File: config.mk
export PLATFORM = sky130hd
export DESIGN_NAME = bank_page_tracker
export DESIGN_NICKNAME = d
export VERILOG_FILES = /design/src/rtl/bpt_pkg.sv /design/src/rtl/bpt_addr_map.sv /design/src/rtl/bpt_bank_table.sv /design/src/rtl/bpt_classifier.sv /design/src/rtl/bank_page_tracker.sv
export SDC_FILE = /design/constraint.sdc
export NUM_CORES = 1
export LEC_CHECK = 0
export ABC_AREA = 1
export BUFFER_PORTS_ARGS = -buffer_cell sky130_fd_sc_hd__buf_2
export CORE_MARGIN = 5
export CORE_UTILIZATION = 25
export CTS_CLUSTER_SIZE = 12
export DETAILED_ROUTE_END_ITERATION = 10
export SLEW_MARGIN = 25
export SYNTH_ARGS = -nofsm -noshare
export SYNTH_HDL_FRONTEND = slang
export SYNTH_SLANG_ARGS = --single-unit
File: constraint.sdc
create_clock -name clk -period 1.7 [get_ports clk]
set_input_delay 0.425 -clock clk [delete_from_list [all_inputs] [get_ports clk]]
set_output_delay 0.425 -clock clk [all_outputs]
set_load 0.01 [all_outputs]
File: src/rtl/bpt_pkg.sv
package bpt_pkg;
  // Registered page outcome of one request
  typedef enum logic [1:0] {
    PG_NONE  = 2'd0,
    PG_HIT   = 2'd1,
    PG_MISS  = 2'd2,
    PG_CLOSE = 2'd3
  } page_cls_e;
endpackage

File: src/rtl/bpt_addr_map.sv
module bpt_addr_map #(
  parameter int ADDR_W  = 34,
  parameter int COL_LSB = 4,
  parameter int COL_W   = 5,
  parameter int BA_LSB  = 9,
  parameter int BA_W    = 2,
  parameter int BG_LSB  = 11,
  parameter int BG_W    = 3,
  parameter int ROW_LSB = 14,
  parameter int ROW_W   = 15,
  localparam int BANK_W = BG_W + BA_W
) (
  input  logic [ADDR_W-1:0] addr,
  output logic [BANK_W-1:0] bank_id,
  output logic [ROW_W-1:0]  row,
  output logic [COL_W-1:0]  col
);
  function automatic logic [BANK_W-1:0] f_bank(input logic [ADDR_W-1:0] a);
    logic [BG_W-1:0] g;
    logic [BA_W-1:0] b;
    g = a[BG_LSB +: BG_W];
    b = a[BA_LSB +: BA_W];
    return {g, b};
  endfunction

  function automatic logic [ROW_W-1:0] f_row(input logic [ADDR_W-1:0] a);
    return a[ROW_LSB +: ROW_W];
  endfunction

  function automatic logic [COL_W-1:0] f_col(input logic [ADDR_W-1:0] a);
    return a[COL_LSB +: COL_W];
  endfunction

  assign bank_id = f_bank(addr);
  assign row     = f_row(addr);
  assign col     = f_col(addr);
endmodule

File: src/rtl/bpt_bank_table.sv
module bpt_bank_table #(
  parameter int BANK_W = 5,
  parameter int ROW_W  = 15,
  localparam int NUM_BANKS = 1 << BANK_W
) (
  input  logic                             clk,
  input  logic                             rst_n,
  input  logic                             act_pulse,
  input  logic [BANK_W-1:0]                act_bank,
  input  logic [ROW_W-1:0]                 act_row,
  input  logic                             pre_pulse,
  input  logic [BANK_W-1:0]                pre_bank,
  input  logic                             pre_all_pulse,
  output logic [NUM_BANKS-1:0]             open_mask,
  output logic [NUM_BANKS-1:0][ROW_W-1:0]  row_tab,
  output logic [NUM_BANKS-1:0]             set_vec,
  output logic [NUM_BANKS-1:0]             clr_vec
);
  for (genvar b = 0; b < NUM_BANKS; b++) begin : g_bank
    // Closing wins over opening for the same bank in the same cycle
    assign clr_vec[b] = pre_all_pulse || (pre_pulse && (pre_bank == BANK_W'(b)));
    assign set_vec[b] = act_pulse && (act_bank == BANK_W'(b)) && !clr_vec[b];

    always_ff @(posedge clk or negedge rst_n) begin
      if (!rst_n) begin
        open_mask[b] <= 1'b0;
        row_tab[b]   <= '0;
      end else if (clr_vec[b]) begin
        open_mask[b] <= 1'b0;
      end else if (set_vec[b]) begin
        open_mask[b] <= 1'b1;
        row_tab[b]   <= act_row;
      end
    end
  end
endmodule

File: src/rtl/bpt_classifier.sv
module bpt_classifier
  import bpt_pkg::*;
#(
  parameter int BANK_W = 5,
  parameter int ROW_W  = 15,
  parameter int COL_W  = 5,
  localparam int NUM_BANKS = 1 << BANK_W
) (
  input  logic                             clk,
  input  logic                             rst_n,
  input  logic                             req_valid,
  input  logic [BANK_W-1:0]                req_bank,
  input  logic [ROW_W-1:0]                 req_row,
  input  logic [COL_W-1:0]                 req_col,
  input  logic [NUM_BANKS-1:0]             open_mask,
  input  logic [NUM_BANKS-1:0][ROW_W-1:0]  row_tab,
  output page_cls_e                        cls_q,
  output logic [ROW_W-1:0]                 cls_row,
  output logic [COL_W-1:0]                 cls_col
);
  function automatic page_cls_e f_classify(input logic valid, input logic is_open,
                                           input logic [ROW_W-1:0] stored,
                                           input logic [ROW_W-1:0] wanted);
    if (!valid)             return PG_NONE;
    else if (!is_open)      return PG_MISS;
    else if (stored == wanted) return PG_HIT;
    else                    return PG_CLOSE;
  endfunction

  logic             sel_open;
  logic [ROW_W-1:0] sel_row;
  page_cls_e        cls_d;

  assign sel_open = open_mask[req_bank];
  assign sel_row  = row_tab[req_bank];
  assign cls_d    = f_classify(req_valid, sel_open, sel_row, req_row);

  always_ff @(posedge clk or negedge rst_n) begin
    if (!rst_n) begin
      cls_q   <= PG_NONE;
      cls_row <= '0;
      cls_col <= '0;
    end else begin
      cls_q   <= cls_d;
      cls_row <= (req_valid && sel_open) ? sel_row : '0;
      cls_col <= req_valid ? req_col : '0;
    end
  end
endmodule

File: src/rtl/bank_page_tracker.sv
module bank_page_tracker
  import bpt_pkg::*;
#(
  parameter int ADDR_W  = 34,
  parameter int COL_LSB = 4,
  parameter int COL_W   = 5,
  parameter int BA_LSB  = 9,
  parameter int BA_W    = 2,
  parameter int BG_LSB  = 11,
  parameter int BG_W    = 3,
  parameter int ROW_LSB = 14,
  parameter int ROW_W   = 15,
  localparam int BANK_W    = BG_W + BA_W,
  localparam int NUM_BANKS = 1 << BANK_W
) (
  input  logic                 clk,
  input  logic                 rst_n,
  input  logic                 act_pulse,
  input  logic [BANK_W-1:0]    act_bank,
  input  logic [ROW_W-1:0]     act_row,
  input  logic                 pre_pulse,
  input  logic [BANK_W-1:0]    pre_bank,
  input  logic                 pre_all_pulse,
  input  logic                 req_valid,
  input  logic [ADDR_W-1:0]    req_addr,
  output logic [NUM_BANKS-1:0] open_mask,
  output logic                 any_open,
  output logic                 pg_hit,
  output logic                 pg_miss,
  output logic                 pg_close,
  output logic [ROW_W-1:0]     cls_row,
  output logic [COL_W-1:0]     cls_col
);
  // Named internal events, visible to the bound checker
  logic [BANK_W-1:0]               req_bank;
  logic [ROW_W-1:0]                req_row;
  logic [COL_W-1:0]                req_col;
  logic [NUM_BANKS-1:0][ROW_W-1:0] row_tab;
  logic [NUM_BANKS-1:0]            set_vec;
  logic [NUM_BANKS-1:0]            clr_vec;
  page_cls_e                       cls_q;

  bpt_addr_map #(
    .ADDR_W(ADDR_W), .COL_LSB(COL_LSB), .COL_W(COL_W),
    .BA_LSB(BA_LSB), .BA_W(BA_W), .BG_LSB(BG_LSB), .BG_W(BG_W),
    .ROW_LSB(ROW_LSB), .ROW_W(ROW_W)
  ) u_map (
    .addr    (req_addr),
    .bank_id (req_bank),
    .row     (req_row),
    .col     (req_col)
  );

  bpt_bank_table #(.BANK_W(BANK_W), .ROW_W(ROW_W)) u_table (
    .clk           (clk),
    .rst_n         (rst_n),
    .act_pulse     (act_pulse),
    .act_bank      (act_bank),
    .act_row       (act_row),
    .pre_pulse     (pre_pulse),
    .pre_bank      (pre_bank),
    .pre_all_pulse (pre_all_pulse),
    .open_mask     (open_mask),
    .row_tab       (row_tab),
    .set_vec       (set_vec),
    .clr_vec       (clr_vec)
  );

  bpt_classifier #(.BANK_W(BANK_W), .ROW_W(ROW_W), .COL_W(COL_W)) u_cls (
    .clk       (clk),
    .rst_n     (rst_n),
    .req_valid (req_valid),
    .req_bank  (req_bank),
    .req_row   (req_row),
    .req_col   (req_col),
    .open_mask (open_mask),
    .row_tab   (row_tab),
    .cls_q     (cls_q),
    .cls_row   (cls_row),
    .cls_col   (cls_col)
  );

  assign any_open = |open_mask;
  assign pg_hit   = (cls_q == PG_HIT);
  assign pg_miss  = (cls_q == PG_MISS);
  assign pg_close = (cls_q == PG_CLOSE);
endmodule

; ---- Word-level counts from Yosys, hierarchy flattened
; Cells that the tools add are included.
[word_totals]
regBits = 534
latch_bits = 0
mem_bits_rw = 0
romBits = 0
in_bits = 65
output_inout_bits = 56
mem_count = 0
[op_classes]
addsub = 0
multipliers = 0
div_mod_pow = 0
order_cmp = 1
eq_ne = 66
n_shift = 0
muxes = 73
bitwise_logic = 32
reduce_logical = 228
[ops]
columns = cell, count
row1 = $eq 5x5->1 const B, 32
row2 = $logic_and 1x1->1, 97
row3 = $eq 5x4->1 const B, 16
row4 = $bmux 15 s5, 1
row5 = $mux 1, 65
row6 = $reduce_and 2->1, 32
row7 = $reduce_bool 2->1, 32
row8 = $eq 5x3->1 const B, 8
row9 = $logic_not 1->1, 32
row10 = $logic_or 1x1->1, 32
row11 = $not 1->1, 32
row12 = $reduce_or 32->1, 1
row13 = $mux 15, 2
row14 = $eq 5x2->1 const B, 4
row15 = $eq 15x15->1, 1
row16 = $eq 5x1->1 const B, 2
row17 = $logic_not 5->1, 2
row18 = $lt 5x6->1 const B, 1
row19 = $mux 2, 3
row20 = $bmux 1 s5, 1
row21 = $mux 5, 1
row22 = $eq 2x2->1 const B, 2
row23 = $eq 2x1->1 const B, 1

; ---- Longest topological paths before layout
[depth]
word_depth = 7
ltp_mapped = 17

; ---- Modules after synthesis
; Synthesis repeated with hierarchy kept, for this count alone.
[hier_totals]
hier_cells = 3821
hier_area_um2 = 28637.5
[by_module_without_submodules]
columns = mod, n_inst, cells_per_inst, area_per_inst_um2, seq_area_each_um2
row1 = bpt_bank_table, 1, 2443, 21954.8, 12812.3
row2 = bpt_classifier, 1, 1302, 6293.5, 550.5
row3 = bank_page_tracker, 1, 51, 201.4, 0.0
row4 = bpt_addr_map, 1, 25, 187.7, 0.0

; ---- Least setup slack after synthesis
; OpenSTA, ideal clock, no wires.
[synth_timing]
path_kind = input to register
startpoint = input req_addr[9]
endpoint = register u_cls.cls_q[1]
arrival_time_ps = 1691
required_time_ps = 1578
path_slack_ps = -112
cell_stages = 15
n_path_buf = 3
path_cell_list = buf_6 buf_4 buf_2 o21ai_0 nand3_1 nand2_1 nand2_1 nand2_1 nand2_1 nand2_1 nand2_1 nor2_1 nand2_1 nor2_1 a21oi_1
[synth_between]
elab_chain_cells = 6
word_cells_on_any_way = 8
classes_between = eq/ne: 1 / mux: 7
[synth_rtl]
columns = element, line_no
row1 = from (decl), bank_page_tracker.sv:25  ; input logic [ADDR_W-1:0] req_addr,
row2 = $bmux 15 s5, bpt_classifier.sv:35  ; assign sel_row = row_tab[req_bank];
row3 = $mux 15 (implied by the code), bpt_classifier.sv:35
row4 = $eq 15x15->1, bpt_classifier.sv:26  ; else if (stored == wanted) return PG_HIT;
row5 = $mux 2, bpt_classifier.sv:26
row6 = $mux 2 *, bpt_classifier.sv:25  ; else if (!is_open) return PG_MISS;
row7 = $mux 2 *, bpt_classifier.sv:24  ; if (!valid) return PG_NONE;
row8 = named net u_cls.cls_d[1], bpt_classifier.sv:32  ; page_cls_e cls_d;
row9 = to (signal assigned), bpt_classifier.sv:44  ; cls_q <= cls_d;
row10 = to (decl), bpt_classifier.sv:17  ; output page_cls_e cls_q,
; The timed path passes the listed nets; every way through them passes the cells marked *. The select of a mux whose other input is x is not followed.
; A chain may end at the register's enable or synchronous reset.

; ---- Final worst setup path
[layout_timing]
startpoint = register u_table.open_mask[18]
endpoint = output any_open
[layout_between]
elab_chain_cells = 1
[layout_rtl]
columns = element, line_no
row1 = from (decl), bpt_bank_table.sv:14  ; output logic [NUM_BANKS-1:0] open_mask,
row2 = "from (signal, indexed assignment)", bpt_bank_table.sv:26  ; open_mask[b] <= 1'b0;
row3 = "from (signal, indexed assignment)", bpt_bank_table.sv:29  ; open_mask[b] <= 1'b0;
row4 = "from (signal, indexed assignment)", bpt_bank_table.sv:31  ; open_mask[b] <= 1'b1;
row5 = $reduce_or 32->1, bank_page_tracker.sv:83  ; assign any_open = |open_mask;
row6 = to (decl), bank_page_tracker.sv:27  ; output logic any_open,
; Every way passes these cells.

==> results.tsv <==
metric	value	unit
r2r_slack	-100	ps
pwr_density_cell	1020	nW/um^2
run_status	finished with violations	
dp_cells	4566	
cp-endpoint	any_open	
timing.rr.end	u_cls.cls_q[1]$_DFF_PN0_	
setup_tns	-2210	ps
die_w	325	um
drc	0	
layout_commonest_cell	nand2_1	
r2r_cells	15	
crit_type	flip-flop to primary output	
hold_class	primary input to flip-flop	
clock_skew	14.5	ps
cp_max_fo	2	
core.rowCount	115	
fill_cells	10400	
core	98400	sq um
r2r-start	u_table.open_mask[18]$_DFFE_PN0P_	
multi_input_area	10200	sq um
clk_pin_slew_worst_paths	60	ps
root_buffer	clkbuf_16	
netlist_area	24800	sq um
gp_congestion	0.839	
final_cell_mix	nand2_1 (1,266), dfrtp_1 (524), o21ai_0 (496)	
routedWlPerCell	17.3	um
dpl.hpwl	54000	um
hold_viol_final	0	
crit_path_start_kind	flip-flop	
final_cells	4686	
drv_slew	0	
track_usage	15.0	%
slew_headroom	62.3	%
yosysWarnings	0	
num_vias	22100	
area_delta_synth_final	26.2	%
path_cells	nor4_2, buf_4, nand4_1, or4_4, buf_6	
initial_utilization	25.2	%
ys_seq_area_share	53.9	%
final_core_utilization	31.8	%
routed_wl	81100	um
slowest_delay	480	ps
final-setup-viol-count	30	
dr.pass1.iters	5	
final.min_clock_period	2640	ps
setup_ws	-943	ps
vdd.ir_drop.worst	812	uV
syn_area_per_cell	7.81	sq um
setup.worst_path.start	u_table.open_mask[18]$_DFFE_PN0P_	
synth-seq-cells	534	
grt_max_degree	85	
power_leakage	14.7	nW
rsz0062_at_grt	true	
final_nets	3421	
numCtsBuffers	57	
insertion_delay	620	ps
cts.sinks	534	
fp.dieH	325	um
failed_checks	negative setup slack	
grt_pass1_vias	21300	
mappedNetlistNets	3235	
antenna_found_initial	1	
drive_above_1_share	15.2	%
overflow	0	
fin_crit_sh	155	%
synth_cell_type_count	21	
final_antenna_net_count	0	
required	1270	ps
drt_iter0_markers	2126	
cap_violations	0	
crit_arrival	2220	ps
grt_pass1_wl	128000	um
vias_per_cell	4.72	
htree_num_levels	2	
clockBufferDepth	3	
io_pins	121	
slowest_stage	or4_4	
synth_cells	3170	
worst_slew_pin_slew	565	ps
fp.dieArea	105000	sq um
regArea	13400	sq um
cts_tree	built	
io_buffers	111	
crit_path_end_kind	primary output	
fmax	378	MHz
## cells by family (layout without fill, tap and decap cells)
group / Yosys count / after routing / synth area share (%)
compound gates: 529 / 529 / 10.7
buf+inv: 321 / 548 / 5.67
flops: 534 / 534 / 53.9
other cells: 0 / 2 / 0
simple gates: 1786 / 1786 / 29.7
## flip-flops by register name (all words and copies together), names as in the netlist
name               count
u_table.open_mask     32
u_cls.cls_q            2
u_cls.cls_col          5
u_cls.cls_row         15
u_table.row_tab      480
## cells in the mapped netlist (all sizes together)
cell	count	area, sq um
a21oi	21	105
buf	104	587
clkbuf	153	574
dfrtp	534	13400
inv	64	243
nand2	1270	4770
nand3	411	2060
nand3b	13	97.6
nand4	3	18.8
nor2	57	214
nor3	1	5.00
nor4	5	31.3
o21ai	508	2540
or3	25	156
or4	1	7.51
## metrics by stage
step	worst slack, ps	cell area, sq um	hold slack [ps]	total power [mW]
after global placement	-693	28800	280	19.5
after global routing	-1010	31300	118	33.5
final	-943	31300	141	31.9
after CTS	-988	31000	67.7	32.1
after detailed placement	-679	28800	280	19.6
after floorplan	-88.5	25100	129	17.8
## power by group
group          switching, mW  total (mW)  internal, mW
registers              0.819        15.0          14.2
logic                   2.63        4.47          1.84
clock network           5.17        12.4          7.21
## layer usage
layer  share of wire [%]  up-vias  GRT usage (%)  routed length [um]
li1                    -    10700              -                   -
met1                  46    10700           20.9               37500
met2                  47      609           25.0               38000
met3                 4.8      114           1.82                3850
met4                 2.2        0           3.45                1760
met5                   0        -              0                   0
## critical path: cells and delay by family (launching register included)
kind / cells / cell delay, ps
DFF: 1 / 400
buffers and inverters: 2 / 290
and+or+nand+nor: 3 / 920
## cell type report
class / count / area share (%)
sequential: 534 / 42.8
clock inverter: 12 / 0.364
inverter: 64 / 0.808
timing repair buffer: 384 / 12.8
clock buffer: 88 / 5.52
tap: 1287 / 5.15
multi-input combinational: 2315 / 32.6
antenna: 2 / 0.0160
## timing repair
item	in CTS	in global routing
setup buffers	7	20
hold buffers	6	0
pin swaps	5	4
hold endpoints to repair	108	0
endpoints found under the setup margin	53	58
gates cloned	0	1
resized for setup	67	55
## worst min path at each step
stage | end | startpoint | slack (ps) | cells after the start
after floorplan | u_cls.cls_col[0]$_DFF_PN0_ | rst_n | 130 | 0
after global placement | u_table.row_tab[152]$_DFFE_PN0P_ | rst_n | 280 | 1
after detailed placement | u_table.row_tab[152]$_DFFE_PN0P_ | rst_n | 280 | 1
after CTS | u_cls.cls_q[1]$_DFF_PN0_ | req_valid | 70 | 3
after global routing | u_cls.cls_q[1]$_DFF_PN0_ | req_valid | 120 | 3
final | u_cls.cls_col[1]$_DFF_PN0_ | req_valid | 140 | 3
No activity file was read; power rests on OpenSTA's default activity.
